$ cat config.mk
export PLATFORM = sky130hd
export DESIGN_NAME = eee_lpi_ctrl
export DESIGN_NICKNAME = d
export VERILOG_FILES = /design/src/rtl/eee_lpi_pkg.sv /design/src/rtl/eee_tick_timer.sv /design/src/rtl/eee_lpi_fsm.sv /design/src/rtl/eee_lpi_sticky.sv /design/src/rtl/eee_lpi_ctrl.sv
export SDC_FILE = /design/constraint.sdc
export NUM_CORES = 1
export LEC_CHECK = 0
export ABC_AREA = 1
export BUFFER_PORTS_ARGS = -buffer_cell sky130_fd_sc_hd__buf_4
export CAP_MARGIN = 20
export CORE_AREA = 2 2 61 87
export CTS_CLUSTER_SIZE = 16
export DETAILED_ROUTE_END_ITERATION = 10
export DIE_AREA = 0 0 63 89
export PLACE_DENSITY_LB_ADDON = 0.25
export SYNTH_ARGS = -nofsm -noshare
export SYNTH_HDL_FRONTEND = slang
export SYNTH_HIERARCHICAL = 1
export SYNTH_SLANG_ARGS = --single-unit
$ cat constraint.sdc
create_clock -name clk -period 3 [get_ports clk]
set_input_delay 0.75 -clock clk [delete_from_list [all_inputs] [get_ports clk]]
set_output_delay 0.75 -clock clk [all_outputs]
set_load 0.02 [all_outputs]
$ cat src/rtl/eee_lpi_pkg.sv
package eee_lpi_pkg;

  localparam int WAKE_W   = 16;
  localparam int LINK_W   = 10;
  localparam int WAKE_LSB = 0;
  localparam int LINK_LSB = WAKE_LSB + WAKE_W;
  localparam int CFG_W    = LINK_LSB + LINK_W;

  typedef enum logic [1:0] {
    ST_IDLE      = 2'd0,
    ST_WAIT_LINK = 2'd1,
    ST_LPI       = 2'd2,
    ST_WAKE      = 2'd3
  } lpi_state_e;

  function automatic logic [WAKE_W-1:0] f_wake_time(input logic [CFG_W-1:0] cfg);
    return cfg[WAKE_LSB +: WAKE_W];
  endfunction

  function automatic logic [LINK_W-1:0] f_link_time(input logic [CFG_W-1:0] cfg);
    return cfg[LINK_LSB +: LINK_W];
  endfunction

  function automatic logic f_tx_blocked(input lpi_state_e st);
    return (st == ST_LPI) || (st == ST_WAKE);
  endfunction

endpackage

$ cat src/rtl/eee_tick_timer.sv
module eee_tick_timer #(
  parameter int CNT_W = 10
) (
  input  logic             clk,
  input  logic             rst_n,
  input  logic             clr,
  input  logic             tick,
  input  logic [CNT_W-1:0] limit,
  output logic [CNT_W-1:0] cnt_q,
  output logic             done
);

  localparam logic [CNT_W-1:0] CNT_MAX = {CNT_W{1'b1}};

  function automatic logic [CNT_W-1:0] f_sat_inc(input logic [CNT_W-1:0] v);
    return (v == CNT_MAX) ? v : v + 1'b1;
  endfunction

  always_ff @(posedge clk or negedge rst_n) begin
    if (!rst_n)      cnt_q <= '0;
    else if (clr)    cnt_q <= '0;
    else if (tick)   cnt_q <= f_sat_inc(cnt_q);
  end

  assign done = (cnt_q >= limit);

  p_cnt_saturates_r6: assert property (@(posedge clk) disable iff (!rst_n)
    (!clr && cnt_q == CNT_MAX) |=> (cnt_q == CNT_MAX));

endmodule

$ cat src/rtl/eee_lpi_fsm.sv
module eee_lpi_fsm
  import eee_lpi_pkg::*;
(
  input  logic       clk,
  input  logic       rst_n,
  input  logic       allow,
  input  logic       link_done,
  input  logic       wake_done,
  input  logic       tx_req,
  output lpi_state_e state_q,
  output logic       enter_ev,
  output logic       exit_ev
);

  lpi_state_e state_d;

  always_comb begin
    state_d  = state_q;
    enter_ev = 1'b0;
    exit_ev  = 1'b0;
    unique case (state_q)
      ST_IDLE: begin
        if (allow) state_d = ST_WAIT_LINK;
      end
      ST_WAIT_LINK: begin
        if (!allow) begin
          state_d = ST_IDLE;
        end else if (link_done && !tx_req) begin
          state_d  = ST_LPI;
          enter_ev = 1'b1;
        end
      end
      ST_LPI: begin
        if (!allow || tx_req) begin
          state_d = ST_WAKE;
          exit_ev = 1'b1;
        end
      end
      ST_WAKE: begin
        if (wake_done) state_d = ST_IDLE;
      end
      default: state_d = ST_IDLE;
    endcase
  end

  always_ff @(posedge clk or negedge rst_n) begin
    if (!rst_n) state_q <= ST_IDLE;
    else        state_q <= state_d;
  end

  p_entry_qualified_r3: assert property (@(posedge clk) disable iff (!rst_n)
    (state_q == ST_LPI && $past(state_q) != ST_LPI)
      |-> $past(allow && link_done && !tx_req && state_q == ST_WAIT_LINK));

  p_exit_on_tx_r4: assert property (@(posedge clk) disable iff (!rst_n)
    (state_q == ST_LPI && tx_req) |=> (state_q == ST_WAKE));

  p_exit_on_disable_r5: assert property (@(posedge clk) disable iff (!rst_n)
    (state_q == ST_LPI && !allow) |=> (state_q == ST_WAKE));

  p_wake_held_r6: assert property (@(posedge clk) disable iff (!rst_n)
    (state_q == ST_WAKE && !wake_done) |=> (state_q == ST_WAKE));

endmodule

$ cat src/rtl/eee_lpi_sticky.sv
module eee_lpi_sticky (
  input  logic clk,
  input  logic rst_n,
  input  logic enter_ev,
  input  logic exit_ev,
  input  logic rd_clr,
  output logic entered_q,
  output logic exited_q
);

  always_ff @(posedge clk or negedge rst_n) begin
    if (!rst_n) begin
      entered_q <= 1'b0;
      exited_q  <= 1'b0;
    end else begin
      entered_q <= enter_ev | (entered_q & ~rd_clr);
      exited_q  <= exit_ev  | (exited_q  & ~rd_clr);
    end
  end

  p_entry_recorded_r9: assert property (@(posedge clk) disable iff (!rst_n)
    enter_ev |=> entered_q);

  p_read_clears_r9: assert property (@(posedge clk) disable iff (!rst_n)
    (rd_clr && !exit_ev) |=> !exited_q);

endmodule

$ cat src/rtl/eee_lpi_ctrl.sv
module eee_lpi_ctrl
  import eee_lpi_pkg::*;
(
  input  logic             clk,
  input  logic             rst_n,
  input  logic             ms_tick,
  input  logic             us_tick,
  input  logic             cfg_lpi_en,
  input  logic             cfg_auto_en,
  input  logic             cfg_link_ok,
  input  logic             cfg_gate_en,
  input  logic [CFG_W-1:0] cfg_timer,
  input  logic             tx_req,
  input  logic             stat_rd,
  output logic             lpi_req,
  output logic             tx_clk_gate_en,
  output logic             tx_ready,
  output logic [1:0]       lpi_state,
  output logic             stat_entered,
  output logic             stat_exited
);

  lpi_state_e        state_q;
  logic              allow;
  logic              link_done;
  logic              wake_done;
  logic              enter_ev;
  logic              exit_ev;
  logic              wake_clr;
  logic [LINK_W-1:0] link_cnt;
  logic [WAKE_W-1:0] wake_cnt;

  assign allow    = cfg_lpi_en & cfg_auto_en & cfg_link_ok;
  assign wake_clr = (state_q != ST_WAKE);

  eee_tick_timer #(.CNT_W(LINK_W)) u_link_timer (
    .clk   (clk),
    .rst_n (rst_n),
    .clr   (~cfg_link_ok),
    .tick  (ms_tick),
    .limit (f_link_time(cfg_timer)),
    .cnt_q (link_cnt),
    .done  (link_done)
  );

  eee_tick_timer #(.CNT_W(WAKE_W)) u_wake_timer (
    .clk   (clk),
    .rst_n (rst_n),
    .clr   (wake_clr),
    .tick  (us_tick),
    .limit (f_wake_time(cfg_timer)),
    .cnt_q (wake_cnt),
    .done  (wake_done)
  );

  eee_lpi_fsm u_fsm (
    .clk       (clk),
    .rst_n     (rst_n),
    .allow     (allow),
    .link_done (link_done),
    .wake_done (wake_done),
    .tx_req    (tx_req),
    .state_q   (state_q),
    .enter_ev  (enter_ev),
    .exit_ev   (exit_ev)
  );

  eee_lpi_sticky u_sticky (
    .clk       (clk),
    .rst_n     (rst_n),
    .enter_ev  (enter_ev),
    .exit_ev   (exit_ev),
    .rd_clr    (stat_rd),
    .entered_q (stat_entered),
    .exited_q  (stat_exited)
  );

  assign lpi_req        = (state_q == ST_LPI);
  assign tx_clk_gate_en = lpi_req & cfg_gate_en;
  assign tx_ready       = ~f_tx_blocked(state_q);
  assign lpi_state      = state_q;

  p_link_restart_r10: assert property (@(posedge clk) disable iff (!rst_n)
    !cfg_link_ok |=> (link_cnt == '0));

  p_wake_starts_zero_r6: assert property (@(posedge clk) disable iff (!rst_n)
    exit_ev |=> (wake_cnt == '0));

  p_ready_blocked_r7: assert property (@(posedge clk) disable iff (!rst_n)
    exit_ev |=> !tx_ready);

endmodule

==> impl_metrics.json, run 1 <==
{
  "status": "finished clean",
  "placed_area_um2": 3020,
  "hpwl_um": 4357,
  "synthFlopType": "dfrtp_1",
  "htreeDepth": 2,
  "io_pins": 43,
  "final_hold_viol_count": 0,
  "dr.pass1.iters": 4,
  "top_layer_used": "met4",
  "period_share": 0.6384,
  "viasPerCell": 5.025,
  "finalPower_mw": 1.228,
  "crit_start": "cfg_timer[0]",
  "fin_cells": 489,
  "async_reset_ff_frac": 1.000,
  "ant_nets": 0,
  "routabilityCongestion": 0.9073,
  "synth.ff_latch_count": 30,
  "fp.dieH_um": 89,
  "antenna_cells": 0,
  "max_freq_ghz": 0.5221,
  "syn_area_um2": 2684,
  "clkLatencyLatePin_ns": 0.28,
  "synth-xor-area-share": 0.01305,
  "drt_iter0_drc": 128,
  "vias": 2457,
  "grt_pass1_wl_um": 9832,
  "syn_to_final_growth_pct": 15.94,
  "muxShareOfSynthArea": 0,
  "critPathKind": "input port to flop",
  "ctsHoldBuffers": 0,
  "synth_fa_ha_area_frac": 0.1305,
  "wl_met1_um": 2196,
  "globalRouteOverflowTotal": 0,
  "synth_top_area_cell": "dfrtp_1",
  "irDropWorstVdd_v": 0.0002764,
  "die_w_um": 63,
  "synth_top_family_by_area": "simple AND/OR/NAND/NOR gates",
  "grt_max_degree": 31,
  "place_inst": 481,
  "avgSynthCellArea_um2": 7.081,
  "cts_sinks": 30,
  "synthSimpleGateAreaFrac": 0.3338,
  "fin_ws_ns": 1.085,
  "yosysWarnings": 6,
  "post_cts_buffers": 0,
  "worstMarginPinSlew_ns": 0.4986,
  "syn_nets": 443,
  "wl_um": 5448,
  "stdcell_area_um2": 3112,
  "wl_met3_um": 212,
  "post-place-ws_ns": 0.8145,
  "core_um2": 4767,
  "synthTopCellsByCount": "nand2_1, inv_1, nor2_1",
  "setup_viol": 0,
  "synth_cell_type_count": 31,
  "crit_path_end_kind": "flop",
  "dieArea_um2": 5607,
  "met2WireLength_um": 2952,
  "required_ns": 3.17,
  "clock-root-buffer": "clkbuf_8",
  "globalRouteTotalUtil": 0.2207,
  "yosysTopAreaCellShare": 0.2797,
  "cts_tree": "built",
  "synth_compound_area_frac": 0.1287,
  "total_leakage_power_nw": 1.644,
  "worst_setup_path_start_kind": "input port",
  "synth.most_common_cell": "nand2_1",
  "num_rows": 30,
  "cts_resized": 0,
  "crit_fanout": 2,
  "fin_crit_ns": 1.915,
  "synth-edff-count": 0,
  "fin_setup_tns_ns": 0,
  "port_buffers": 42,
  "worst_ep_arrival_time_ns": 2.08,
  "filler_cell_count": 449,
  "hp-class": "input port to asynchronous set/reset pin",
  "antenna_found_initial": 0,
  "start_util": 0.5630,
  "drv_cap": 0,
  "power-per-cell-area_nw_per_um2": 394.8,
  "max-slew-margin-rel": 0.6672,
  "drive_gt1_frac": 0.2000,
  "synthTopCellsByArea": "dfrtp_1, nand2_1, ha_1",
  "cts.clk_slew.worst_paths_ns": 0.07,
  "numCtsBuffers": 5,
  "yosysSeqAreaShare": 0.2797,
  "clock_skew_ns": 0.01007,
  "cts_buffer_depth": 2,
  "slew_violations": 0,
  "grt_pass1_vias": 2375,
  "syn_inst": 379,
  "fin_nets": 488,
  "wl_per_cell_um": 11.14,
  "drc": 0,
  "rsz0062_at_grt": "false"
}
worst max-delay path: stages:
cell and delay [ns]:
buf_4 0.11, ha_1 0.27, o21ai_0 0.16, nand2_1 0.07, nand2_1 0.06, nand2_1 0.05
nand2_1 0.06, nand2_1 0.07, nand2_1 0.06, nand2_1 0.06, a21oi_2 0.14, nand2_1 0.08
o211ai_1 0.09, nand2_1 0.07
logic make-up (layout without fill, tap and decap cells):
logic type               count (synthesis)  in the layout
XOR/XNOR                                 4              4
buffers and inverters                   70            116
flip-flops                              30             30
AO/OA/AOI/OAI                           51             51
adder cells (fa/ha/maj)                 28             28
AND/OR/NAND/NOR                        196            196
metrics by stage:
step | hold WS, ns | utilization
after CTS | 0.3983 | 0.6528
after global placement | 0.4588 | 0.6336
final | 0.3854 | 0.6528
after floorplan | 0.4544 | -
after detailed placement | 0.4634 | 0.6336
after global routing | 0.4098 | 0.6528
layout make-up:
class / instances / area (um2) / share of cell area
clock buffer: 7 / 86.33 / 0.02774
tap: 64 / 80.08 / 0.02573
inverter: 66 / 247.7 / 0.07961
clock inverter: 1 / 5.005 / 0.001608
timing repair buffer: 42 / 315.3 / 0.1013
multi-input combinational: 279 / 1627 / 0.5227
sequential: 30 / 750.7 / 0.2413
state kept, by name, indices dropped and copies added (netlist names), named ones only:
signal	flops
u_wake_timer/cnt_q	16
u_fsm/state_q	1
u_link_timer/cnt_q	10
u_sticky/exited_q	1
u_sticky/entered_q	1
power breakdown:
group / total [mW] / internal (mW) / switching [mW] / leakage [nW]
Clock: 0.339 / 0.185 / 0.154 / 0.0482
Combinational: 0.407 / 0.155 / 0.252 / 1.19
Sequential: 0.483 / 0.439 / 0.0441 / 0.404
per-layer routing:
metal | GRT usage | vias to the layer above
met3 | 0.03778 | 9
met1 | 0.2288 | 1096
met5 | 0 | -
met2 | 0.4362 | 55
met4 | 0.09293 | 0
li1 | - | 1297
worst paths after layout:
path                                                          end  slack (ns)  depth (start not counted)
worst min register to register        u_sticky/exited_q$_DFF_PN0_        0.48                          2
worst max register to register  u_wake_timer/cnt_q[2]$_DFFE_PN0P_        1.17                          6
worst min-delay path            u_wake_timer/cnt_q[6]$_DFFE_PN0P_        0.39                          1
min in group clk                      u_sticky/exited_q$_DFF_PN0_        0.48                          2
max in group asynchronous       u_wake_timer/cnt_q[4]$_DFFE_PN0P_        2.32                          1
worst max-delay path                 u_fsm/state_q[0]$_DFFE_PN0P_        1.08                         14
cell usage in the layout, fill, tap and decap left out, drive strengths merged, types with 7 or more instances in the layout:
cell type    n
ha          28
dfrtp       30
clkbuf       7
inv         66
buf         42
nand4        7
nand2      117
a21oi       13
o21ai       29
nor2        39
nand3       26
(Power assumes the default switching activity.)
==> inputs of run 2 (changes only) <==
clock period = 1.9 ns   (was 3 ns; I/O delays follow)
==> run 2 against run 1 <==
  * Total power is 72% higher
  * Final cell count is 2.0% higher
  * Flip-flop and latch count stayed put
  * Sequential power is 53% higher
  * Count of clock-buffer cells in the layout is 2 lower
  * Combinational power is 76% higher
  * Critical endpoint unchanged
==> impl_metrics.json, run 2 (synthesis results as in run 1) <==
{
  "status": "finished clean",
  "dr.pass1.iters": 4,
  "ant_nets": 0,
  "fin_setup_tns_ns": 0,
  "grt_max_degree": 31,
  "wl_per_cell_um": 11.25,
  "die_w_um": 63,
  "required_ns": 2.08,
  "io_pins": 43,
  "globalRouteOverflowTotal": 0,
  "final_hold_viol_count": 0,
  "antenna_found_initial": 0,
  "worstMarginPinSlew_ns": 0.4011,
  "irDropWorstVdd_v": 0.0004479,
  "cts_sinks": 30,
  "hp-class": "input port to asynchronous set/reset pin",
  "clkLatencyLatePin_ns": 0.29,
  "placed_area_um2": 3073,
  "max-slew-margin-rel": 0.7326,
  "reg_top3": "u_wake_timer/cnt_q x16, u_link_timer/cnt_q x10",
  "routabilityCongestion": 0.9118,
  "grt_pass1_vias": 2397,
  "drc": 0,
  "filler_cell_count": 425,
  "clock_skew_ns": 0.006054,
  "crit_path_end_kind": "flop",
  "worst_setup_path_start_kind": "flop",
  "wl_um": 5615,
  "dieArea_um2": 5607,
  "cts.clk_slew.worst_paths_ns": 0.07,
  "worst_ep_arrival_time_ns": 1.90,
  "vias": 2497,
  "clock-root-buffer": "clkbuf_8",
  "cts_tree": "built",
  "slew_violations": 0,
  "grt_pass1_wl_um": 9936,
  "period_share": 0.9067,
  "final_common_cell": "nand2_1",
  "viasPerCell": 5.004,
  "hpwl_um": 4464,
  "rsz0062_at_grt": "false",
  "top_register": "u_wake_timer/cnt_q",
  "critPathKind": "flop to flop",
  "largest_register_ff_count": 16,
  "antenna_cells": 0,
  "fp.dieH_um": 89,
  "numCtsBuffers": 5,
  "htreeDepth": 2,
  "num_rows": 30,
  "port_buffers": 42,
  "max_freq_ghz": 0.5805,
  "fin_crit_ns": 1.723,
  "power-per-cell-area_nw_per_um2": 655.2,
  "drv_cap": 0,
  "syn_to_final_growth_pct": 19.91,
  "crit_fanout": 5,
  "final_cell_mix": "nand2_1, inv_1, buf_4, nor2_1, dfrtp_1",
  "drive_gt1_frac": 0.2276,
  "total_leakage_power_nw": 1.703,
  "start_util": 0.5630,
  "fin_nets": 498,
  "core_um2": 4767,
  "stdcell_area_um2": 3218,
  "drt_iter0_drc": 120,
  "cts_buffer_depth": 2,
  "setup_viol": 0,
  "globalRouteTotalUtil": 0.2213
}
==> run 2: area by class of cell <==
type | instances | area, um2 | share of cell area
inverter | 66 | 247.7 | 0.07698
timing repair buffer | 52 | 390.4 | 0.1213
sequential | 30 | 752.0 | 0.2337
multi-input combinational | 279 | 1639 | 0.5093
clock inverter | 3 | 40.04 | 0.01244
tap | 64 | 80.08 | 0.02488
clock buffer | 5 | 68.82 | 0.02138
==> run 2: worst paths after layout <==
path                                                    from                           endpoint  slack [ns]  depth (start not counted)
min in group clk                                     stat_rd        u_sticky/exited_q$_DFF_PN0_        0.43                          4
hold / removal                                         rst_n  u_wake_timer/cnt_q[3]$_DFFE_PN0P_        0.11                          1
setup / recovery           u_wake_timer/cnt_q[9]$_DFFE_PN0P_       u_fsm/state_q[0]$_DFFE_PN0P_        0.18                         10
max in group asynchronous                              rst_n  u_wake_timer/cnt_q[5]$_DFFE_PN0P_        1.49                          1
hold reg to reg                  u_sticky/exited_q$_DFF_PN0_        u_sticky/exited_q$_DFF_PN0_        0.48                          2
setup reg to reg           u_wake_timer/cnt_q[9]$_DFFE_PN0P_       u_fsm/state_q[0]$_DFFE_PN0P_        0.18                         10
==> run 2: where the power goes <==
group          internal, mW  leakage (nW)  switching, mW
registers             0.692         0.403         0.0484
logic                 0.286          1.24          0.430
clock network         0.386        0.0579          0.267
==> run 2: layer usage <==
metal / part of all wire / global-route usage
met5: 0 / 0
met4: 0.025 / 0.1030
met3: 0.040 / 0.03149
met2: 0.54 / 0.4342
met1: 0.39 / 0.2324
==> run 2: through the flow <==
stage               utilization  cells  power (mW)  hold WS, ns  worst slack (ns)
finish                   0.6751    499       2.108       0.1083            0.1773
global route             0.6751    499       2.250       0.1436          0.003829
CTS                      0.6675    496       2.108       0.1265            0.1050
detailed placement       0.6446    488       1.455       0.4359          -0.01930
global placement         0.6446    488       1.439       0.4312          0.009723
floorplan                     -    379       1.249       0.1794            0.2373
==> run 2: repair_timing <==
| item | CTS | global route |
|---|---|---|
| gates resized for setup | 0 | 4 |
| buffers inserted | 0 | 3 |
| hold buffers | 0 | 0 |
| endpoints found under the setup margin | 0 | 1 |
==> run 2: worst max-delay path, cell delays in order (launching register included) <==
cell and delay (ns):
dfrtp_1 0.44, ha_1 0.32, a21oi_1 0.13, o21a_1 0.12
nor2_1 0.04, nor2_1 0.10, nand2_1 0.08, a21oi_2 0.15
nand2_1 0.08, o211ai_1 0.08, nand2_1 0.07
==> inputs of run 3 (changes only) <==
clock period = 1.86 ns   (was 1.9 ns; I/O delays follow)
==> run 3 against run 2 <==
  * Register-to-register slack worse by 0.02 ns
  * Critical path depth is the same
  * Via count increased by 2.4%
  * Highest routed layer unchanged
  * Total power decreased by 1.8%
  * Critical endpoint unchanged
==> impl_metrics.json, run 3 (synthesis results as in run 1) <==
{
  "fin_nets": 504,
  "num_rows": 30,
  "syn_to_final_growth_pct": 20.47,
  "hpwl_um": 4420,
  "crit_fanout": 4,
  "worstMarginPinSlew_ns": 0.3995,
  "crit_path_end_kind": "flop",
  "wl_per_cell_um": 11.30,
  "post-place-ws_ns": -0.06244,
  "drive_gt1_frac": 0.2358,
  "start_util": 0.5630,
  "worst_setup_path_start_kind": "flop",
  "period_share": 0.9176,
  "rsz0062_at_grt": "false",
  "core_um2": 4767,
  "fin_ws_ns": 0.1533,
  "power-per-cell-area_nw_per_um2": 640.3,
  "final_common_cell": "nand2_1",
  "fin_cells": 505,
  "reg2reg_from": "u_wake_timer/cnt_q[9]$_DFFE_PN0P_",
  "final_hold_viol_count": 0,
  "numCtsBuffers": 5,
  "clock-root-buffer": "clkbuf_8",
  "fin_util": 0.6782,
  "clkLatencyLatePin_ns": 0.28,
  "worst_ep_arrival_time_ns": 1.88,
  "cts.clk_slew.worst_paths_ns": 0.06,
  "clock_skew_ns": 0.003157,
  "top_register": "u_wake_timer/cnt_q",
  "max_freq_ghz": 0.5859,
  "irDropWorstVdd_v": 0.0004492,
  "grt_pass1_wl_um": 9770,
  "grt_pass1_vias": 2368,
  "ctsHoldBuffers": 0,
  "antenna_found_initial": 0,
  "slew_violations": 0,
  "cts_sinks": 30,
  "io_pins": 43,
  "cts_tree": "built",
  "drv_cap": 0,
  "globalRouteOverflowTotal": 0,
  "regToRegEndpoint": "u_fsm/state_q[0]$_DFFE_PN0P_",
  "vias": 2558,
  "fin_setup_tns_ns": 0,
  "port_buffers": 42,
  "ant_nets": 0,
  "grt_max_degree": 31,
  "cts_buffer_depth": 2,
  "largest_register_ff_count": 16,
  "setup_viol": 0,
  "reg2regPathDepth": 10,
  "hold_slack_ns": 0.1065,
  "antenna_cells": 0,
  "hp-class": "input port to asynchronous set/reset pin",
  "critPathKind": "flop to flop",
  "total_leakage_power_nw": 1.725,
  "drt_iter0_drc": 102,
  "viasPerCell": 5.065,
  "status": "finished clean",
  "globalRouteTotalUtil": 0.2180,
  "place_inst": 491,
  "drc": 0,
  "rrSetupSlack_ns": 0.15,
  "htreeDepth": 2,
  "wl_um": 5709,
  "die_w_um": 63,
  "fin_crit_ns": 1.707,
  "dieArea_um2": 5607,
  "final_cell_mix": "nand2_1, inv_1, buf_4, nor2_1, dfrtp_1",
  "routabilityCongestion": 0.9211,
  "required_ns": 2.03,
  "fp.dieH_um": 89,
  "reg_top3": "u_wake_timer/cnt_q x16, u_link_timer/cnt_q x10",
  "max-slew-margin-rel": 0.7337,
  "dr.pass1.iters": 5
}
-- run 3: what timing repair did --
| action | 4_1_cts | 5_1_grt |
|---|---|---|
| setup buffers | 0 | 6 |
| resized for setup | 0 | 5 |
| setup endpoints to repair | 0 | 2 |
-- run 3: layer usage --
metal	global-route usage	wire length, um	part of all wire	up-vias
li1	-	-	-	1328
met1	0.2272	2189	0.38	1143
met2	0.4294	3062	0.54	68
met3	0.02897	257	0.045	19
met4	0.1051	200	0.035	0
met5	0	0	0	-
-- run 3: final cells by class --
class | count | area [um2]
multi-input combinational | 279 | 1627
fill | 428 | 1534
sequential | 30 | 752.0
timing repair buffer | 58 | 435.4
inverter | 66 | 247.7
clock buffer | 7 | 86.33
tap | 64 | 80.08
clock inverter | 1 | 5.005
-- run 3: stage by stage --
stage	power [mW]	area (um2)
finish	2.070	3233
global route	2.227	3233
CTS	2.071	3187
detailed placement	1.512	3095
global placement	1.486	3095
floorplan	1.276	2684
-- run 3: critical path: stages (launching register included) --
cell      delay (ns)
dfrtp_1         0.42
ha_1            0.31
a21oi_1         0.14
o21a_1          0.12
nor2_1          0.03
nor2_1          0.12
nand2_1         0.08
a21oi_2         0.14
nand2_1         0.09
o211ai_1        0.08
nand2_1         0.07
-- run 3: worst max path at each step --
stage                                  startpoint                            to  slack (ns)
2_1_floorplan                        cfg_timer[0]  u_fsm/state_q[0]$_DFFE_PN0P_        0.21
3_3_place_gp                         cfg_timer[0]  u_fsm/state_q[0]$_DFFE_PN0P_       -0.02
3_5_place_dp                         cfg_timer[0]  u_fsm/state_q[0]$_DFFE_PN0P_       -0.06
4_1_cts         u_wake_timer/cnt_q[0]$_DFFE_PN0P_  u_fsm/state_q[0]$_DFFE_PN0P_        0.07
5_1_grt        u_wake_timer/cnt_q[15]$_DFFE_PN0P_  u_fsm/state_q[0]$_DFFE_PN0P_       0.002
6_report        u_wake_timer/cnt_q[9]$_DFFE_PN0P_  u_fsm/state_q[0]$_DFFE_PN0P_        0.15
-- run 3: power by group --
| group | internal [mW] | switching, mW |
|---|---|---|
| logic | 0.319 | 0.454 |
| registers | 0.708 | 0.0445 |
| clock network | 0.298 | 0.247 |
